$ cat src/rtl/pwrseq_pkg.sv
package pwrseq_pkg;

    typedef enum logic [2:0] {
        S_OFF    = 3'd0,
        S_SETTLE = 3'd1,
        S_GAP    = 3'd2,
        S_RUN    = 3'd3,
        S_HOLD   = 3'd4
    } seq_state_t;

    // Start plan decoded from the captured selector and strap
    typedef struct packed {
        logic none;      // no regulator at start
        logic bc_first;  // B/C group leads, A follows
    } plan_t;

    typedef struct packed {
        logic rstn;
        logic bc;
        logic a;
        logic cp;
    } seq_out_t;

    localparam logic [1:0] SEL_GND = 2'b00;
    localparam logic [1:0] SEL_PD  = 2'b01;

    function automatic plan_t decode_plan(input logic [1:0] code, input logic par);
        plan_t p;
        p.none     = (code == SEL_GND) || ((code == SEL_PD) && !par);
        p.bc_first = (code == SEL_PD) && par;
        return p;
    endfunction

    function automatic int max3(input int a, input int b, input int c);
        int m;
        m = (a > b) ? a : b;
        return (m > c) ? m : c;
    endfunction

endpackage

$ cat src/rtl/pwrseq_sync.sv
module pwrseq_sync #(
    parameter int W = 1
) (
    input  logic         clk,
    input  logic         rst,
    input  logic [W-1:0] d,
    output logic [W-1:0] q
);
    logic [W-1:0] meta;

    always_ff @(posedge clk) begin
        if (rst) begin
            meta <= '0;
            q    <= '0;
        end else begin
            meta <= d;
            q    <= meta;
        end
    end
endmodule

$ cat src/rtl/pwrseq_deglitch.sv
module pwrseq_deglitch #(
    parameter int HOLD = 4
) (
    input  logic clk,
    input  logic rst,
    input  logic din,
    output logic level
);
    localparam int DW = $clog2(HOLD + 1);
    localparam logic [DW-1:0] LAST = DW'(HOLD - 1);

    logic [DW-1:0] run_cnt;

    // level follows din only after HOLD consecutive differing samples
    always_ff @(posedge clk) begin
        if (rst) begin
            run_cnt <= '0;
            level   <= 1'b0;
        end else if (din == level) begin
            run_cnt <= '0;
        end else if (run_cnt == LAST) begin
            run_cnt <= '0;
            level   <= din;
        end else begin
            run_cnt <= run_cnt + 1'b1;
        end
    end

    // a change of level is only possible at the end of a full window
    p_short_pulse_ignored_r9: assert property (@(posedge clk) disable iff (rst)
        (level != $past(level)) |-> ($past(run_cnt) == LAST && $past(din) == level));

endmodule

$ cat src/rtl/pwrseq_ctrl.sv
module pwrseq_ctrl
    import pwrseq_pkg::*;
#(
    parameter int SETTLE_TICKS = 1000000,
    parameter int GAP_TICKS    = 160000,
    parameter int RSTREL_TICKS = 30000000
) (
    input  logic       clk,
    input  logic       rst,
    input  logic       sg_s,
    input  logic       rreq_f,
    input  logic [1:0] sel_s,
    input  logic       par_s,
    input  logic       setup_strobe,
    input  logic       setup_en_a,
    input  logic       setup_en_bc,
    output seq_out_t   outs
);
    localparam int MAXT  = max3(SETTLE_TICKS, GAP_TICKS, RSTREL_TICKS);
    localparam int CNT_W = $clog2(MAXT + 1);
    localparam logic [CNT_W-1:0] LD_SETTLE = CNT_W'(SETTLE_TICKS - 1);
    localparam logic [CNT_W-1:0] LD_GAP    = CNT_W'(GAP_TICKS - 1);
    localparam logic [CNT_W-1:0] LD_RSTREL = CNT_W'(RSTREL_TICKS - 1);

    seq_state_t       state;
    logic [CNT_W-1:0] tick;
    plan_t            plan;
    plan_t            plan_now;
    logic             go_off;
    logic             tick_done;

    assign go_off    = !sg_s || rreq_f;
    assign tick_done = (tick == '0);
    assign plan_now  = decode_plan(sel_s, par_s);

    always_ff @(posedge clk) begin
        if (rst) begin
            state <= S_OFF;
            tick  <= '0;
            plan  <= '0;
            outs  <= '0;
        end else if (go_off) begin
            state <= S_OFF;
            tick  <= '0;
            outs  <= '0;
        end else begin
            unique case (state)
                S_OFF: begin
                    plan <= plan_now;
                    if (plan_now.none) begin
                        state <= S_HOLD;
                        tick  <= LD_RSTREL;
                    end else begin
                        state   <= S_SETTLE;
                        tick    <= LD_SETTLE;
                        outs.cp <= 1'b1;
                    end
                end
                S_SETTLE: begin
                    if (tick_done) begin
                        state <= S_GAP;
                        tick  <= LD_GAP;
                        if (plan.bc_first) outs.bc <= 1'b1;
                        else               outs.a  <= 1'b1;
                    end else begin
                        tick <= tick - 1'b1;
                    end
                end
                S_GAP: begin
                    if (tick_done) begin
                        state     <= S_RUN;
                        outs.a    <= 1'b1;
                        outs.bc   <= 1'b1;
                        outs.rstn <= 1'b1;
                    end else begin
                        tick <= tick - 1'b1;
                    end
                end
                S_HOLD: begin
                    if (tick_done) begin
                        state     <= S_RUN;
                        outs.rstn <= 1'b1;
                    end else begin
                        tick <= tick - 1'b1;
                    end
                end
                S_RUN: begin
                    if (setup_strobe && (setup_en_a || setup_en_bc)) begin
                        outs.cp <= 1'b1;
                        outs.a  <= outs.a  | setup_en_a;
                        outs.bc <= outs.bc | setup_en_bc;
                    end
                end
                default: state <= S_OFF;
            endcase
        end
    end

    // the captured plan holds for the whole sequence
    p_plan_held_r2: assert property (@(posedge clk) disable iff (rst)
        (state != S_OFF && $past(state) != S_OFF) |-> $stable(plan));

    // in A-first order the B/C group never rises ahead of A
    p_a_leads_r3: assert property (@(posedge clk) disable iff (rst)
        ($rose(outs.bc) && $past(state) == S_SETTLE && !plan.bc_first) |-> outs.a);

    // no regulator enable without the pump
    p_pump_first_r6: assert property (@(posedge clk) disable iff (rst)
        (outs.a || outs.bc) |-> outs.cp);

    // reset output only released at the end of a sequence
    p_rstn_release_r6: assert property (@(posedge clk) disable iff (rst)
        $rose(outs.rstn) |-> ($past(state) == S_GAP || $past(state) == S_HOLD));

    // a strobe outside the finished state leaves the enables alone
    p_setup_ignored_r7: assert property (@(posedge clk) disable iff (rst)
        ($past(state) == S_HOLD && $past(setup_strobe)) |-> !outs.a && !outs.bc);

    // supply loss or reset request clears every output
    p_all_off_r10: assert property (@(posedge clk) disable iff (rst)
        $past(go_off) |-> (outs == '0));

endmodule

$ cat src/rtl/pwrseq_top.sv
module pwrseq_top
    import pwrseq_pkg::*;
#(
    parameter int SETTLE_TICKS   = 1000000,
    parameter int GAP_TICKS      = 160000,
    parameter int RSTREL_TICKS   = 30000000,
    parameter int DEGLITCH_TICKS = 500
) (
    input  logic       clk,
    input  logic       rst,
    input  logic       supply_good,
    input  logic       rst_req_in,
    input  logic [1:0] sel_code,
    input  logic       par_mode,
    input  logic       setup_strobe,
    input  logic       setup_en_a,
    input  logic       setup_en_bc,
    output logic       cp_en,
    output logic       reg_a_en,
    output logic       reg_bc_en,
    output logic       rst_out_n
);
    localparam int SYNC_W = 5;

    logic [SYNC_W-1:0] raw_in;
    logic [SYNC_W-1:0] synced;
    logic              rreq_f;
    seq_out_t          outs;

    assign raw_in = {supply_good, rst_req_in, sel_code, par_mode};

    pwrseq_sync #(.W(SYNC_W)) u_sync (
        .clk (clk),
        .rst (rst),
        .d   (raw_in),
        .q   (synced)
    );

    pwrseq_deglitch #(.HOLD(DEGLITCH_TICKS)) u_dg (
        .clk   (clk),
        .rst   (rst),
        .din   (synced[3]),
        .level (rreq_f)
    );

    pwrseq_ctrl #(
        .SETTLE_TICKS (SETTLE_TICKS),
        .GAP_TICKS    (GAP_TICKS),
        .RSTREL_TICKS (RSTREL_TICKS)
    ) u_ctrl (
        .clk          (clk),
        .rst          (rst),
        .sg_s         (synced[4]),
        .rreq_f       (rreq_f),
        .sel_s        (synced[2:1]),
        .par_s        (synced[0]),
        .setup_strobe (setup_strobe),
        .setup_en_a   (setup_en_a),
        .setup_en_bc  (setup_en_bc),
        .outs         (outs)
    );

    assign cp_en     = outs.cp;
    assign reg_a_en  = outs.a;
    assign reg_bc_en = outs.bc;
    assign rst_out_n = outs.rstn;

endmodule

$ cat config.mk
export PLATFORM = sky130hd
export DESIGN_NAME = pwrseq_top
export DESIGN_NICKNAME = d
export VERILOG_FILES = /design/src/rtl/pwrseq_pkg.sv /design/src/rtl/pwrseq_sync.sv /design/src/rtl/pwrseq_deglitch.sv /design/src/rtl/pwrseq_ctrl.sv /design/src/rtl/pwrseq_top.sv
export SDC_FILE = /design/constraint.sdc
export NUM_CORES = 1
export LEC_CHECK = 0
export ABC_CLOCK_PERIOD_IN_PS = 5050
export BUFFER_PORTS_ARGS = -buffer_cell sky130_fd_sc_hd__buf_2
export CORE_MARGIN = 2
export CORE_UTILIZATION = 30
export CTS_CLUSTER_DIAMETER = 50
export DETAILED_ROUTE_END_ITERATION = 7
export GPL_ROUTABILITY_DRIVEN = 0
export HOLD_SLACK_MARGIN = 0.1
export SYNTH_ARGS = -nofsm -noshare
export SYNTH_HDL_FRONTEND = slang
export SYNTH_HIERARCHICAL = 1
export SYNTH_SLANG_ARGS = --single-unit
$ cat constraint.sdc
create_clock -name clk -period 5.05 [get_ports clk]
set_clock_uncertainty 0.15 [all_clocks]
set_input_delay 0.2525 -clock clk [delete_from_list [all_inputs] [get_ports clk]]
set_output_delay 0.2525 -clock clk [all_outputs]
set_load 0.03 [all_outputs]
==> metrics <==
ranking of synthesized cells by area=dfxtp_1, a21oi_1, nor2_1; Hold Slack=0.1186 ns; row cnt=35; Pwr Total=0.0008070 W; FF-to-FF End=u_ctrl/tick[14]; Peak Freq=just under 0.3 GHz; vias post-DR=2,597; area grow syn2layout=10.02%; CP top delay family=simple AND/OR/NAND/NOR gates; Synth Instances=352; worst path required time=5.08 ns; flops & latches, synth=53; Hold Path Class=primary input to flip-flop; Crit path largest cell delay=0.66 ns; Yosys cell types=63; crit path from=u_ctrl/tick[8]; crit path to=u_ctrl/tick[14]; die footprint=around 10,000 um2; Syn Nets=365; Root Driver=clkbuf_8; sequential share of the synthesized area=37.10%; first-pass GRT wire length=11,630 um; detailed-placement wirelength estimate=4907 um; Clock Path Buffers=2; Area after DPL=3002 um2; max cap viols=0; slowest cell on the critical path=or4_1; fraction of registers with async set/reset=0%; Levels on crit path=6; worst path bufs/invs=0; Post-Syn Area per Cell=8.126 um2; Reg2Reg Depth=6; IO Count=14; die width=101.6 um; H-tree Lvls=2; vias per cell=5.311; Final Core Density=34.06%; Reg-to-Reg Start=u_ctrl/tick[8]; Tmin final=3.375 ns; # clock sinks=53; Yosys top cell by area=dfxtp_1; CTS Buf Count=5; die height=101.6 um; Port-buffer cells=13; DRT antenna net count=0; CTS tree=yes; Setup TNS=0 ns; Core ar.=approximately 9200 um2; Slew @ Worst Pin=0.9829 ns; IR Drop Worst-Case VDD=135.8 uV; outcome=complete, no violations; drt initial violations=192; Total GRT Usage=14.03%; worst hold start=rst; crit start category=flip-flop; Post-Layout Inst Area=3147 um2; number of synthesized flops with an enable pin=0; Post-Synthesis Cell Area=2860 um2; Final Max Tran Viols=0; setup repair after global routing missed its margin=false; pwr/cell area=256.5 nW/um2; CP Class=flip-flop to flip-flop; Residual DRC=0; worst skew pair latency=0.32 ns; Post-CTS Repair Setup Buffers=0; fin crit share=about two thirds; Pleak=roughly 1.2 nW; initial antenna violation count=0; Crit Path Max Fanout=21; WL/cell=14.18 um; Yosys warning count=6; share of layout cells above drive strength 1=10.28%; WL final=6936 um; largest net degree at the start of global routing=30; crit path capture type=flip-flop; Synth Flop Type=dfxtp_1; Max-slew headroom=34.23%; crit path DAT=~3.4 ns; setup violators final=0; Hold Fails Final Rpt=0; Initial Util=30.95%; nets=372; fill count=987; TritonRoute pass-1 iters=5; PostCTS Resize Cnt=0; vias in the first global route=2,419; crit path cell chain=or4_1 -> or4_4 -> o21ai_1 -> nand3_1 -> a221oi_1 -> a311oi_1; GRT overflow=0; post-synth top area share=37.10%; Ant. Diodes=0; clock slew at reported path FFs=0.11 ns; R2R Setup Slk=1.68 ns
## worst min path at each step
stage	to	slack (ns)	cells after the start
global route	u_sync/q[2]	0.13	2
finish	u_sync/q[4]	0.12	2
CTS	u_sync/q[2]	0.11	2
detailed placement	u_sync/q[0]	0.28	1
floorplan	u_dg/level	0.17	1
global placement	u_sync/q[2]	0.27	1
## routing by layer
metal / wire length, um / track usage (%) / vias to the layer above
met2: 3051 / 21.46 / 71
met5: 0 / 0 / -
met3: 352 / 2.761 / 6
met1: 3479 / 20.13 / 1212
met4: 53 / 3.742 / 0
li1: - / - / 1308
## synth_stat cells, types with 8 or more instances
master / instances
a21oi_1: 25
nand2_1: 24
o21ai_0: 18
nor3_1: 17
nand3_1: 9
clkbuf_1: 13
nand4_1: 8
a31oi_1: 9
dfxtp_1: 53
nor2b_1: 11
inv_1: 13
nor2_1: 33
## timing repair
action,CTS,global route
endpoints found under the hold margin,5,0
endpoints found under the setup margin,0,0
hold buffers,5,0
## state kept, by name (all words and copies together) (netlist names)
signal        count
u_sync/q          5
u_ctrl/plan       1
u_ctrl/outs       4
u_dg/run_cnt      9
u_sync/meta       5
u_dg/level        1
u_ctrl/tick      25
u_ctrl/state      3
## where the power goes
part	internal [W]	switching [W]	leakage, nW	total [W]
registers	0.000426	0.00000810	0.430	0.000434
logic	0.0000417	0.0000792	0.672	0.000121
clock network	0.000101	0.000151	0.0487	0.000252
## area by class of cell
class                   instances  area (um2)  area share [%]
well taps                     129       161.4           5.129
clock inverters                 3       26.28          0.8350
inverters                      13       48.80           1.551
repair buffers                 19       122.6           3.897
clock buffers                   5       68.82           2.187
flip-flops and latches         53        1061           33.72
multi-input cells             267        1658           52.68
## cells by family after synthesis
kind of cell    after synthesis  share of synthesized area (%)
fa+ha+maj                     5                          2.012
simple gates                146                          27.60
xor+xnor                      5                          1.531
buf+inv                      32                          4.943
flops                        53                          37.10
compound gates              111                          26.82
## cells in the final DEF (no fill, tap or decap), types with 6 or more instances in the layout
master / Yosys / layout
dfxtp_1: 53 / 53
nor2_1: 33 / 33
a21oi_1: 25 / 25
nand2_1: 24 / 24
o21ai_0: 18 / 18
nor3_1: 17 / 17
buf_2: 2 / 13
inv_1: 13 / 13
nor2b_1: 11 / 11
nand3_1: 9 / 9
a31oi_1: 9 / 9
nand4_1: 8 / 8
or3_1: 7 / 7
o21a_1: 7 / 7
a211oi_1: 7 / 7
nand2b_1: 6 / 6
## per-stage QoR
step                std cells  worst slack [ns]
finish                    489             1.675
global route              489             1.334
CTS                       489             1.712
detailed placement        476             1.728
global placement          476             1.790
floorplan                 352             2.305
Power figures use the tool's default switching activity.
